==> src/rtl/hdlcrx_pkg.sv <==
package hdlcrx_pkg;

   localparam logic [7:0] ST_GOOD  = 8'h00;
   localparam logic [7:0] ST_CRC   = 8'h01;
   localparam logic [7:0] ST_LEN   = 8'h02;
   localparam logic [7:0] ST_ABORT = 8'hFF;

   // one classified line bit
   typedef struct packed {
      logic flag;   // closing zero of a flag
      logic abort;  // the run of ones reached the abort length
      logic data;   // bit is frame data
      logic dbit;   // value of the data bit
   } bit_ev_t;

endpackage

==> src/rtl/hdlcrx_bitclass.sv <==
module hdlcrx_bitclass
   import hdlcrx_pkg::*;
#(
   parameter int STUFF_RUN = 5
) (
   input  logic    clk,
   input  logic    rst_n,
   input  logic    bit_vld,
   input  logic    bit_in,
   output bit_ev_t ev
);
   localparam int FLAG_RUN  = STUFF_RUN + 1;
   localparam int ABORT_RUN = STUFF_RUN + 2;
   localparam int RW        = $clog2(ABORT_RUN + 1);

   generate
      if (STUFF_RUN < 2) begin : g_bad_run
         $error("hdlcrx_bitclass: STUFF_RUN must be at least 2");
      end
   endgenerate

   logic [RW-1:0] ones_q;

   always_ff @(posedge clk) begin
      if (!rst_n) begin
         ones_q <= '0;
      end else if (bit_vld) begin
         if (!bit_in)
            ones_q <= '0;
         else if (ones_q != RW'(ABORT_RUN))
            ones_q <= ones_q + 1'b1;
      end
   end

   always_comb begin
      ev      = '0;
      ev.dbit = bit_in;
      if (bit_vld) begin
         if (bit_in) begin
            if (ones_q < RW'(STUFF_RUN))
               ev.data = 1'b1;
            else if (ones_q == RW'(FLAG_RUN))
               ev.abort = 1'b1;
         end else begin
            if (ones_q == RW'(FLAG_RUN))
               ev.flag = 1'b1;
            else if (ones_q != RW'(STUFF_RUN))
               ev.data = 1'b1;   // a zero after STUFF_RUN ones is dropped
         end
      end
   end

   p_flag_on_zero_r1: assert property (@(posedge clk) disable iff (!rst_n)
      ev.flag |-> (bit_vld && !bit_in));
   p_abort_on_one_r7: assert property (@(posedge clk) disable iff (!rst_n)
      ev.abort |-> (bit_vld && bit_in));
   p_stuffed_drop_r4: assert property (@(posedge clk) disable iff (!rst_n)
      (bit_vld && !bit_in && $past(bit_vld && bit_in) && ev.data) |-> !ev.flag);

endmodule

==> src/rtl/hdlcrx_fcs.sv <==
module hdlcrx_fcs #(
   parameter int               CRC_W = 16,
   parameter logic [CRC_W-1:0] POLY  = 16'h8408,
   parameter logic [CRC_W-1:0] INIT  = 16'hFFFF
) (
   input  logic             clk,
   input  logic             rst_n,
   input  logic             clr,
   input  logic             upd,
   input  logic [7:0]       din,
   output logic [CRC_W-1:0] crc_q
);
   generate
      if (CRC_W < 8) begin : g_bad_w
         $error("hdlcrx_fcs: CRC_W must be at least 8");
      end
   endgenerate

   logic [CRC_W-1:0] chain [0:8];
   assign chain[0] = crc_q;

   generate
      for (genvar g = 0; g < 8; g++) begin : g_stage
         assign chain[g+1] = (chain[g] >> 1) ^ ((chain[g][0] ^ din[g]) ? POLY : '0);
      end
   endgenerate

   always_ff @(posedge clk) begin
      if (!rst_n)   crc_q <= INIT;
      else if (clr) crc_q <= INIT;
      else if (upd) crc_q <= chain[8];
   end

   p_hold_r5: assert property (@(posedge clk) disable iff (!rst_n)
      (!clr && !upd) |=> $stable(crc_q));

endmodule

==> src/rtl/hdlc_rx_deframer.sv <==
module hdlc_rx_deframer
   import hdlcrx_pkg::*;
#(
   parameter int               STUFF_RUN   = 5,
   parameter int               CRC_W       = 16,
   parameter logic [CRC_W-1:0] CRC_POLY    = 16'h8408,
   parameter logic [CRC_W-1:0] CRC_INIT    = 16'hFFFF,
   parameter logic [CRC_W-1:0] CRC_RESIDUE = 16'hF0B8,
   parameter int               MIN_BYTES   = 2
) (
   input  logic       clk,
   input  logic       rst_n,
   input  logic       bit_vld,
   input  logic       bit_in,
   output logic [7:0] byte_out,
   output logic       byte_vld,
   output logic       eof
);
   // the data bits of a flag seen before it is recognised
   localparam int LAG = STUFF_RUN + 1;
   localparam int WIN = 8 + LAG;
   localparam int CW  = $clog2(WIN + 1);
   localparam int NBW = $clog2(MIN_BYTES + 1);

   generate
      if (MIN_BYTES < 1) begin : g_bad_min
         $error("hdlc_rx_deframer: MIN_BYTES must be at least 1");
      end
   endgenerate

   bit_ev_t          ev;
   logic             in_frame;
   logic [WIN-1:0]   sh, sh_nx;
   logic [CW-1:0]    cnt;
   logic [NBW-1:0]   nb;
   logic [CRC_W-1:0] crc;
   logic             full, content;
   logic [7:0]       status;

   hdlcrx_bitclass #(.STUFF_RUN(STUFF_RUN)) u_cls (
      .clk(clk), .rst_n(rst_n), .bit_vld(bit_vld), .bit_in(bit_in), .ev(ev)
   );

   hdlcrx_fcs #(.CRC_W(CRC_W), .POLY(CRC_POLY), .INIT(CRC_INIT)) u_fcs (
      .clk   (clk),
      .rst_n (rst_n),
      .clr   (bit_vld && ev.flag),
      .upd   (in_frame && ev.data && full),
      .din   (sh_nx[7:0]),
      .crc_q (crc)
   );

   assign sh_nx   = {ev.dbit, sh[WIN-1:1]};
   assign full    = (cnt == CW'(WIN - 1));
   assign content = (nb != '0) || (cnt > CW'(LAG));

   always_comb begin
      if (cnt != CW'(LAG) || nb < NBW'(MIN_BYTES)) status = ST_LEN;
      else if (crc != CRC_RESIDUE)                 status = ST_CRC;
      else                                         status = ST_GOOD;
   end

   always_ff @(posedge clk) begin
      if (!rst_n) begin
         in_frame <= 1'b0;
         sh       <= '0;
         cnt      <= '0;
         nb       <= '0;
         byte_out <= '0;
         byte_vld <= 1'b0;
         eof      <= 1'b0;
      end else begin
         byte_vld <= 1'b0;
         eof      <= 1'b0;
         if (bit_vld) begin
            if (!in_frame) begin
               if (ev.flag) begin
                  in_frame <= 1'b1;
                  cnt      <= '0;
                  nb       <= '0;
               end
            end else if (ev.flag) begin
               if (content) begin
                  byte_out <= status;
                  byte_vld <= 1'b1;
                  eof      <= 1'b1;
               end
               cnt <= '0;   // the same flag opens the next frame
               nb  <= '0;
            end else if (ev.abort) begin
               if (content) begin
                  byte_out <= ST_ABORT;
                  byte_vld <= 1'b1;
                  eof      <= 1'b1;
               end
               in_frame <= 1'b0;
            end else if (ev.data) begin
               sh <= sh_nx;
               if (full) begin
                  byte_out <= sh_nx[7:0];
                  byte_vld <= 1'b1;
                  cnt      <= CW'(LAG);
                  if (nb != NBW'(MIN_BYTES)) nb <= nb + 1'b1;
               end else begin
                  cnt <= cnt + 1'b1;
               end
            end
         end
      end
   end

   p_out_needs_bit_r10: assert property (@(posedge clk) disable iff (!rst_n)
      !bit_vld |=> !byte_vld);
   p_eof_has_byte_r5: assert property (@(posedge clk) disable iff (!rst_n)
      eof |-> byte_vld);
   p_status_code_r9: assert property (@(posedge clk) disable iff (!rst_n)
      eof |-> (byte_out == ST_GOOD || byte_out == ST_CRC ||
               byte_out == ST_LEN  || byte_out == ST_ABORT));
   p_flag_silent_r1: assert property (@(posedge clk) disable iff (!rst_n)
      (bit_vld && ev.flag && !in_frame) |=> !byte_vld);

endmodule

==> config.mk <==
export PLATFORM = sky130hd
export DESIGN_NAME = hdlc_rx_deframer
export DESIGN_NICKNAME = d
export VERILOG_FILES = /design/src/rtl/hdlcrx_pkg.sv /design/src/rtl/hdlcrx_bitclass.sv /design/src/rtl/hdlcrx_fcs.sv /design/src/rtl/hdlc_rx_deframer.sv
export SDC_FILE = /design/constraint.sdc
export NUM_CORES = 1
export LEC_CHECK = 0
export BUFFER_PORTS_ARGS = -buffer_cell sky130_fd_sc_hd__buf_2
export CORE_UTILIZATION = 45
export CTS_CLUSTER_DIAMETER = 200
export DETAILED_ROUTE_END_ITERATION = 7
export SETUP_SLACK_MARGIN = 0.15
export SYNTH_ARGS = -nofsm -noshare
export SYNTH_HDL_FRONTEND = slang
export SYNTH_HIERARCHICAL = 1
export SYNTH_SLANG_ARGS = --single-unit
==> constraint.sdc <==
create_clock -name clk -period 3 [get_ports clk]
set_input_delay 0.45 -clock clk [delete_from_list [all_inputs] [get_ports clk]]
set_output_delay 0.45 -clock clk [all_outputs]
set_load 0.02 [all_outputs]
==> impl_metrics.tcl, run 1 <==
set metrics [dict create \
    nets 318 \
    worstRegToRegCells 11 \
    start_util_pct 47.3 \
    grt_pass1_wl_um 9090 \
    dp_hpwl_um 4060 \
    cp_max_fo 15 \
    cts_tree "yes" \
    yosys_warnings 6 \
    drtPass1Iterations 4 \
    cp-start-kind "flop" \
    io_buffers 13 \
    yosysSeqAreaShare_pct 34.4 \
    clock-sinks 49 \
    power.share.switching_pct 22.3 \
    io_pins 14 \
    root_buffer "clkbuf_8" \
    synth-edff-count 0 \
    holdCritStartpoint "bit_in" \
    final_core_util_pct 48.0 \
    dpl_worst_slack_ps 487 \
    placed_cell_area_sq_um 2820 \
    vdd_drop_max_uv 172 \
    drt.antenna.violating_nets 0 \
    grt_pass1_vias 1904 \
    postCtsResizedCells 0 \
    finalMaxSlewViolations 0 \
    pwr-share-seq_pct 62.4 \
    n_antenna_cell 0 \
    synth_cells 312 \
    whs_endpoint "sh[13]$_SDFFE_PN0P_" \
    p_int_mw 0.813 \
    fp.dieW_um 81.6 \
    wirelength_um 5490 \
    drt_iter0_markers 100 \
    critical_path_class "reg -> reg" \
    end_kind "flop" \
    yosys-top-cells-area "dfxtp_1, nand2_1, xnor3_1, buf_4, ha_1" \
    synthToLayoutAreaGrowth_pct 1.40 \
    timing.hold.ws_ps 452 \
    ys_seq_elements 49 \
    drt-vias-per-instance 5.26 \
    antenna_found_initial 0 \
    cts_buffers 5 \
    die_h_um 81.6 \
    fin_crit_sh_pct 85.1 \
    drc 0 \
    r2r_start "u_cls/ones_q[0]$_SDFFE_PN0P_" \
    multi_input_area_sq_um 1600 \
    cp.arrival_ps 2710 \
    comb_power_share_pct 3.1 \
    rsz0062_at_grt "no" \
    place_congestion 0.858 \
    status "finished clean" \
    cts.htree.levels 2 \
    synth_nets 325 \
    p_leak_nw 1.06 \
    cap_viol_max_count 0 \
    clock_latency_ps 300 \
    ys_async_sr_fraction_pct 0 \
    rows 28 \
    max_slew_margin_pct 59.6 \
    cts.clk_slew.worst_paths_ps 80 \
    hold_viol 0 \
    grt_max_degree 24 \
    setup_violations 0 \
    cp-startpoint "u_cls/ones_q[0]$_SDFFE_PN0P_" \
    r2r-end "u_fcs/crc_q[11]$_SDFFE_PP1P_" \
    min_path_cells 3 \
    core_sq_um 6030 \
    synth_flop_cell "dfxtp_1" \
    yosysUniqueCellTypes 59 \
    num-fill-cells 577 \
    vias 1993 \
    fmax_mhz 392 \
    synth_largest_area_cell "dfxtp_1" \
    die-area_sq_um 6660 \
    p_switching_mw 0.233 \
    finalSetupTns_ps 0 \
    fin_area_sq_um 2890 \
    period_minus_slack_ps 2550 \
    postCtsSetupRepairBufs 0 \
    hold_buffers 0 \
    clk_path_buf_depth 2 \
    ff_latch_area_sq_um 981 \
    grt_overflow 0 \
    grt_usage_pct 18.3 \
    synth.avg_cell_area_sq_um 9.14 \
    cp.required_ps 3160 \
    reg2reg_slack_ps 450 \
    p_per_area_nw_per_um2 362 \
    worst_slew_pin_slew_ps 604 \
    hp-class "in -> reg" \
    p_clk_share_pct 34.5 \
    wl_per_cell_um 14.5 \
    syn_area_sq_um 2850 \
    layout-drive-gt1-share_pct 17.1 \
    synth_top_area_share_pct 34.4 \
    setup_ws_ps 447 \
    finClkSkew_ps 5.39 \
]
-- how the worst max path moves through the flow --
stage	end	slack (ps)	depth (start not counted)
after floorplan	u_fcs/crc_q[1]$_SDFFE_PP1P_	730	10
after global placement	u_fcs/crc_q[11]$_SDFFE_PP1P_	630	11
after detailed placement	u_fcs/crc_q[11]$_SDFFE_PP1P_	490	11
after CTS	u_fcs/crc_q[11]$_SDFFE_PP1P_	460	11
after global routing	u_fcs/crc_q[15]$_SDFFE_PP1P_	210	11
final	u_fcs/crc_q[11]$_SDFFE_PP1P_	450	11
-- synthesized netlist by cell type, drive strengths merged, types with 3 or more instances --
master,count
o211ai,9
nor3,14
o21ai,14
nand4,8
nand2b,4
buf,28
clkbuf,4
nor3b,3
a21oi,25
nor4,4
xor2,5
dfxtp,49
xnor3,7
xnor2,13
and2,3
nand2,50
inv,9
ha,9
mux2i,3
nor2,20
-- critical path, stage by stage, from the launching register on --
cell      delay [ps]
dfxtp_1          440
inv_1             70
ha_1             210
nor3_1           200
o31a_1           230
nand4_1          260
nor2_1           160
buf_4            160
clkinv_1         220
buf_4            280
nor2_1           110
o21ai_0           80
-- metrics by stage --
step                      power (mW)  cells
final                           1.05    379
after floorplan                0.690    312
after global routing            1.09    379
after global placement         0.700    373
after detailed placement       0.701    373
after CTS                       1.06    379
-- per-layer routing --
| metal | wire length [um] | part of all wire (%) | up-vias | global-route usage (%) |
|---|---|---|---|---|
| met5 | 0 | 0 | - | 0 |
| met2 | 2530 | 46 | 27 | 29.1 |
| met4 | 88 | 1.6 | 0 | 6.84 |
| met3 | 185 | 3.4 | 7 | 4.00 |
| li1 | - | - | 1041 | - |
| met1 | 2690 | 49 | 918 | 24.1 |
-- layout make-up --
class | instances | share of cell area [%]
Multi-Input combinational cell | 220 | 55.3
Sequential cell | 49 | 33.9
Clock inverter | 1 | 0.173
Timing Repair Buffer | 18 | 3.55
Inverter | 11 | 1.43
Clock buffer | 5 | 2.38
Tap cell | 75 | 3.24
-- kinds of logic (layout without fill, tap and decap cells) --
logic type,count (synthesis),count (layout),share of synthesized area (%)
mux,3,3,1.05
simple gates,120,120,22.9
flops,49,49,34.4
buf+inv,43,35,9.69
xor+xnor,27,27,13.5
compound gates,61,61,14.6
fa+ha+maj,9,9,3.95
-- flip-flops by register name (all words and copies together), names as in the netlist --
signal,cells
nb,2
u_fcs/crc_q,16
cnt,4
byte_out,8
in_frame,1
byte_vld,1
sh,13
eof,1
u_cls/ones_q,3
-- cells in the final DEF (no fill, tap or decap), types with 10 or more instances in the layout --
master	n
o21ai_0	13
xnor2_1	11
a21oi_1	15
buf_2	13
dfxtp_1	49
nor3_1	12
nand2_1	47
nor2_1	19
a21oi_2	10
-- power groups by stage --
stage,clock [mW],combinational [mW],sequential [mW]
floorplan,0,0.0221,0.668
global placement,0,0.0324,0.668
detailed placement,0,0.0328,0.668
CTS,0.378,0.0331,0.653
global route,0.398,0.0361,0.653
finish,0.361,0.0326,0.653
No activity file was read; power rests on OpenSTA's default activity.
==> run 2, diff against run 1 <==
--- a/config.mk
+++ b/config.mk
@@ -5,6 +5,7 @@
 export SDC_FILE = /design/constraint.sdc
 export NUM_CORES = 1
 export LEC_CHECK = 0
+export ABC_CLOCK_PERIOD_IN_PS = 2700
 export BUFFER_PORTS_ARGS = -buffer_cell sky130_fd_sc_hd__buf_2
 export CORE_UTILIZATION = 45
 export CTS_CLUSTER_DIAMETER = 200
==> constraint.sdc (replaced) <==
create_clock -name clk -period 2.7 [get_ports clk]
set_input_delay 0.405 -clock clk [delete_from_list [all_inputs] [get_ports clk]]
set_output_delay 0.405 -clock clk [all_outputs]
set_load 0.02 [all_outputs]
==> run 2 against run 1 <==
Compared with the run above: via count rose by 2.3%; non-clock buffer count rose by 1; critical path depth fell by 3; die area did not move; clock power rose by 22%; sequential cell count did not move; first-iteration DRC count fell by 3.0%; hold slack got worse by 56 ps; critical path type unchanged; cell area rose by 0.87%; largest cell class unchanged; sequential power rose by 11%.
==> impl_metrics.tcl, run 2 (synthesized netlist as in run 1, its figures left out) <==
set metrics [dict create \
    die-area_sq_um 6660 \
    cts.htree.levels 2 \
    dp_hpwl_um 3900 \
    largest_register_ffs 16 \
    postCtsSetupRepairBufs 0 \
    vdd_drop_max_uv 239 \
    antenna_found_initial 0 \
    finalSetupTns_ps 0 \
    cp_slowest_cell "dfxtp_1" \
    crit_path_max_incr_delay_ps 430 \
    cts_buffers 5 \
    finClkSkew_ps 3.78 \
    fmax_mhz 453 \
    path_delay_family "simple AND/OR/NAND/NOR gates" \
    path_cells "ha_1 > nand2_1 > nor3b_2 > buf_4 > and2_2 > nand2b_1 > nor2_1 > a21oi_1" \
    ff_latch_area_sq_um 981 \
    core_sq_um 6030 \
    cp.required_ps 2940 \
    drt-vias-per-instance 5.34 \
    drtPass1Iterations 4 \
    start_util_pct 47.3 \
    period_minus_slack_ps 2210 \
    cp.arrival_ps 2450 \
    cp_max_fo 17 \
    hp-class "in -> reg" \
    place_inst 374 \
    grt_pass1_wl_um 8800 \
    n_antenna_cell 0 \
    critical_path_class "reg -> reg" \
    grt_max_degree 19 \
    synthToLayoutAreaGrowth_pct 2.28 \
    root_buffer "clkbuf_8" \
    io_buffers 13 \
    r2r_start "u_cls/ones_q[1]$_SDFFE_PN0P_" \
    clk_path_buf_depth 2 \
    cp-start-kind "flop" \
    grt_usage_pct 17.5 \
    grt_pass1_vias 1808 \
    fin_area_sq_um 2920 \
    cts_tree "yes" \
    cts.clk_slew.worst_paths_ps 90 \
    max_slew_margin_pct 61.1 \
    hold_buffers 0 \
    fin_crit_sh_pct 81.8 \
    crit_buf_inv 1 \
    reg_top3 "u_fcs/crc_q: 16 flops, sh: 13 flops, byte_out: 8 flops" \
    vias 2039 \
    place_congestion 0.839 \
    num-fill-cells 589 \
    drt.antenna.violating_nets 0 \
    grt_overflow 0 \
    p_per_area_nw_per_um2 412 \
    drt_iter0_markers 97 \
    fp.dieW_um 81.6 \
    setup_violations 0 \
    finalMaxSlewViolations 0 \
    worst_slew_pin_slew_ps 582 \
    layout_commonest_cell "dfxtp_1" \
    multi_input_area_sq_um 1600 \
    reg2reg_slack_ps 490 \
    hold_viol 0 \
    placed_cell_area_sq_um 2830 \
    nets 319 \
    cap_viol_max_count 0 \
    status "finished clean" \
    clock_latency_ps 300 \
    wirelength_um 5280 \
    layout-drive-gt1-share_pct 18.2 \
    clock-sinks 49 \
    final_cell_mix "dfxtp_1, nand2_1, nor2_1" \
    p_leak_nw 1.06 \
    stdcell_count 382 \
    holdCritStartpoint "bit_in" \
    regMostFlops "u_fcs/crc_q" \
    io_pins 14 \
    rows 28 \
    cp-startpoint "u_cls/ones_q[1]$_SDFFE_PN0P_" \
    end_kind "flop" \
    wl_per_cell_um 13.8 \
    drc 0 \
    rsz0062_at_grt "no" \
    die_h_um 81.6 \
]
## run 2: cell type report
type                            count  area share (%)
Clock inverter                      3           0.772
Tap cell                           75            3.22
Multi-Input combinational cell    220            54.8
Inverter                           11            1.42
Timing Repair Buffer               19            3.77
Sequential cell                    49            33.6
Clock buffer                        5            2.36
## run 2: tightest hold or removal path, cell delays in order
cell     delay (ps)
buf_2           150
nand2_2          70
a21oi_2          40
## run 2: path summary, 6_finish.rpt
path | end | depth (start not counted)
worst max-delay path | u_fcs/crc_q[10]$_SDFFE_PP1P_ | 8
worst min-delay path | sh[13]$_SDFFE_PN0P_ | 3
worst max register to register | u_fcs/crc_q[10]$_SDFFE_PP1P_ | 8
worst min register to register | byte_out[5]$_SDFFE_PN0P_ | 2
## run 2: where the power goes
| group | internal, mW | leakage, nW | switching (mW) |
|---|---|---|---|
| registers | 0.723 | 0.395 | 0.00200 |
| clock network | 0.182 | 0.0364 | 0.259 |
| logic | 0.00929 | 0.625 | 0.0255 |
| total | 0.915 | 1.06 | 0.286 |
## run 2: repair_timing
action | CTS | global route
gates resized for setup | 0 | 1
hold endpoints to repair | 0 | 0
endpoints found under the setup margin | 0 | 1
## run 2: per-layer routing
layer  track usage, %  up-vias  share of wire, %  routed length [um]
li1                 -     1051                 -                   -
met1             24.6      963                51                2720
met2             26.9       18                45                2380
met3             3.33        7               2.1                 110
met4             5.79        0               1.4                  72
met5                0        -                 0                   0
## run 2: per-stage QoR
| step | util [%] | setup slack (ps) | power [mW] | hold WS (ps) |
|---|---|---|---|---|
| after floorplan | - | 431 | 0.766 | 435 |
| after CTS | 48.4 | 406 | 1.22 | 388 |
| after global placement | 46.9 | 516 | 0.777 | 442 |
| after detailed placement | 46.9 | 449 | 0.778 | 445 |
| final | 48.4 | 490 | 1.20 | 397 |
| after global routing | 48.4 | 315 | 1.25 | 419 |
==> run 3, diff against run 2 <==
--- a/config.mk
+++ b/config.mk
@@ -5,7 +5,8 @@
 export SDC_FILE = /design/constraint.sdc
 export NUM_CORES = 1
 export LEC_CHECK = 0
-export ABC_CLOCK_PERIOD_IN_PS = 2700
+export ABC_AREA = 1
+export ABC_CLOCK_PERIOD_IN_PS = 1800
 export BUFFER_PORTS_ARGS = -buffer_cell sky130_fd_sc_hd__buf_2
 export CORE_UTILIZATION = 45
 export CTS_CLUSTER_DIAMETER = 200
==> constraint.sdc (replaced) <==
create_clock -name clk -period 1.8 [get_ports clk]
set_input_delay 0.27 -clock clk [delete_from_list [all_inputs] [get_ports clk]]
set_output_delay 0.27 -clock clk [all_outputs]
set_load 0.02 [all_outputs]
==> run 3 against run 2 <==
Compared with the run above: final cell count grew 45%; critical path depth up 3; register-to-register slack worse by 430 ps; sequential share of layout area down 5.9 points; count of clock-buffer cells in the layout grew 3; via count increased by 33%; sequential power increased by 50%; routed wire length up 27%; largest power group unchanged; cell area up 22%; die area up 2.7%; critical endpoint is now byte_out[6]$_SDFFE_PN0P_; highest routed layer unchanged.
==> impl_metrics.tcl, run 3 <==
set metrics [dict create \
    cp.arrival_ps 1940 \
    yosysUniqueCellTypes 28 \
    synth_top_area_share_pct 33.5 \
    period_minus_slack_ps 1740 \
    critical_path_class "reg -> reg" \
    r2r_start "u_cls/ones_q[0]$_SDFFE_PN0P_" \
    crit_cells 11 \
    grt_usage_pct 19.6 \
    cp-start-kind "flop" \
    grt_pass1_wl_um 10200 \
    drt-vias-per-instance 4.89 \
    reg_top3 "u_fcs/crc_q: 16 flops, sh: 13 flops, byte_out: 8 flops" \
    synthToLayoutAreaGrowth_pct 21.6 \
    power.total_mw 1.86 \
    n_antenna_cell 0 \
    grt_pass1_vias 2275 \
    final_cell_mix "nand2_1, nor2_1, inv_1" \
    worstRegToRegCells 11 \
    final_core_util_pct 56.4 \
    dpl_worst_slack_ps 31.1 \
    fin_area_sq_um 3560 \
    crit_path_max_incr_delay_ps 330 \
    setup_ws_ps 57.7 \
    drt_iter0_markers 116 \
    grt_max_degree 30 \
    yosys_warnings 6 \
    p_per_area_nw_per_um2 522 \
    cp-startpoint "u_cls/ones_q[0]$_SDFFE_PN0P_" \
    finalSetupTns_ps 0 \
    p_switching_mw 0.443 \
    hold_buffers 0 \
    antenna_found_initial 0 \
    yosysSeqAreaShare_pct 33.5 \
    setup_violations 0 \
    yosys-top-cells-area "dfxtp_1, nand2_1, nor2_1, inv_1, nand3_1" \
    layout_commonest_cell "nand2_1" \
    comb_power_share_pct 6.8 \
    p_clk_share_pct 34.4 \
    largest_register_ffs 16 \
    path_cells "inv_2 > ha_4 > nand2_4 > buf_6 > nor3_4 > nor2_2 > nand3_2 > nand2_4 > buf_6 > a21oi_1 > nor2_1" \
    dp_hpwl_um 4510 \
    vias 2702 \
    synth.most_common_cell "nand2_1" \
    power.share.switching_pct 23.8 \
    hp-class "in -> reg" \
    core_sq_um 6310 \
    ys_async_sr_fraction_pct 0 \
    synth_compound_area_share_pct 11.6 \
    wirelength_um 6710 \
    syn_area_sq_um 2930 \
    drt.antenna.violating_nets 0 \
    regMostFlops "u_fcs/crc_q" \
    rows 29 \
    wl_per_cell_um 12.1 \
    io_buffers 13 \
    die_h_um 82.7 \
    finClkSkew_ps 6.65 \
    cp.required_ps 2000 \
    ys_seq_elements 49 \
    place_congestion 0.837 \
    cp_max_fo 7 \
    synthMuxAreaShare_pct 0 \
    synth_flop_cell "dfxtp_1" \
    synth-edff-count 0 \
    synth.avg_cell_area_sq_um 6.58 \
    clock-sinks 49 \
    die-area_sq_um 6840 \
    reg2reg_slack_ps 60 \
    cp_slowest_cell "dfxtp_2" \
    min_path_cells 4 \
    nets 488 \
    placed_cell_area_sq_um 3050 \
    rsz0062_at_grt "yes" \
    status "finished clean" \
    hold_viol 0 \
    worst_slew_pin_slew_ps 544 \
    yosys-top-cells-count "nand2_1, nor2_1, inv_1" \
    cap_viol_max_count 0 \
    pwr-share-seq_pct 58.8 \
    cts_buffers 5 \
    fmax_mhz 574 \
    end_kind "flop" \
    finalMaxSlewViolations 0 \
    fin_crit_sh_pct 96.8 \
    layout-drive-gt1-share_pct 32.4 \
    crit_buf_inv 3 \
    cts_tree "yes" \
    p_int_mw 1.42 \
    start_util_pct 46.4 \
    synthAdderAreaFrac_pct 3.84 \
    clk_path_buf_depth 2 \
    path_delay_family "simple AND/OR/NAND/NOR gates" \
    synth_top_family_by_area "simple AND/OR/NAND/NOR gates" \
    holdCritStartpoint "bit_vld" \
    grt_overflow 0 \
    root_buffer "clkbuf_8" \
    synthXorXnorAreaFrac_pct 0.299 \
    fp.dieW_um 82.7 \
    drtPass1Iterations 4 \
    drc 0 \
    cts.clk_slew.worst_paths_ps 90 \
    vdd_drop_max_uv 325 \
    io_pins 14 \
    p_leak_nw 1.74 \
    synth_cells 445 \
    synth_nets 458 \
    clock_latency_ps 300 \
    max_slew_margin_pct 63.7 \
    synth_largest_area_cell "dfxtp_1" \
    synthSimpleGateAreaFrac_pct 35.5 \
    cts.htree.levels 2 \
]
-- run 3: changes by cell type after synthesis, sizes merged, moves of 5 or more --
| cell | before | now |
|---|---|---|
| nand2 | 50 | 126 |
| inv | 9 | 62 |
| nor2 | 20 | 68 |
| nand3 | 1 | 36 |
| o21ai | 14 | 31 |
| xnor2 | 13 | 1 |
| nor3 | 14 | 4 |
| nand4 | 8 | 0 |
| xnor3 | 7 | 0 |
| buf | 28 | 22 |
| o211ai | 9 | 4 |
| xor2 | 5 | 0 |
-- run 3: path summary, 6_finish.rpt --
check / end
max: byte_out[6]$_SDFFE_PN0P_
min: u_cls/ones_q[2]$_SDFFE_PN0P_
max reg2reg: byte_out[6]$_SDFFE_PN0P_
min reg2reg: byte_out[6]$_SDFFE_PN0P_
-- run 3: worst reg2reg max path: cells and delay by family (launching register included) --
family,cells,cell delay (ps)
DFF,1,330
adders and majority gates,1,140
AOI/OAI and AO/OA,1,120
and+or+nand+nor,6,710
buffers and inverters,3,340
-- run 3: what timing repair did --
action                                  CTS  global route
setup buffers                            11             6
gates cloned                              2             3
pin swaps                                23            31
endpoints found under the setup margin   37            44
gates resized for setup                  34            61
-- run 3: final cells by class --
class | count | area (sq um)
multi-input combinational | 308 | 1740
clock buffer | 8 | 80.1
timing repair buffer | 47 | 393
timing repair inverter | 2 | 16.3
sequential | 49 | 987
inverter | 62 | 246
fill | 629 | 2750
tap | 77 | 96.3
-- run 3: per-stage QoR --
| stage | hold WS [ps] | std cells |
|---|---|---|
| floorplan | 383 | 445 |
| global placement | 460 | 523 |
| detailed placement | 464 | 523 |
| CTS | 293 | 544 |
| global route | 348 | 553 |
| finish | 300 | 553 |
-- run 3: power groups by stage --
stage          Sequential [mW]  Clock [mW]  Combinational [mW]
2_1_floorplan             1.12           0              0.0588
3_3_place_gp              1.12           0              0.0949
3_5_place_dp              1.12           0              0.0968
4_1_cts                   1.10       0.664               0.109
5_1_grt                   1.10       0.711               0.141
6_report                  1.09       0.640               0.128
-- run 3: layer usage --
metal / vias up / global-route usage (%) / part of all wire (%)
met3: 7 / 3.85 / 3.3
met5: - / 0 / 0
li1: 1439 / - / -
met4: 0 / 4.83 / 0.63
met2: 48 / 32.1 / 46
met1: 1208 / 26.2 / 50
-- run 3: cell families after synthesis --
kind of cell	after synthesis
DFF	49
buffers and inverters	89
adders and majority gates	9
xor gates and xnor gates	1
and+or+nand+nor	235
AOI/OAI and AO/OA	62
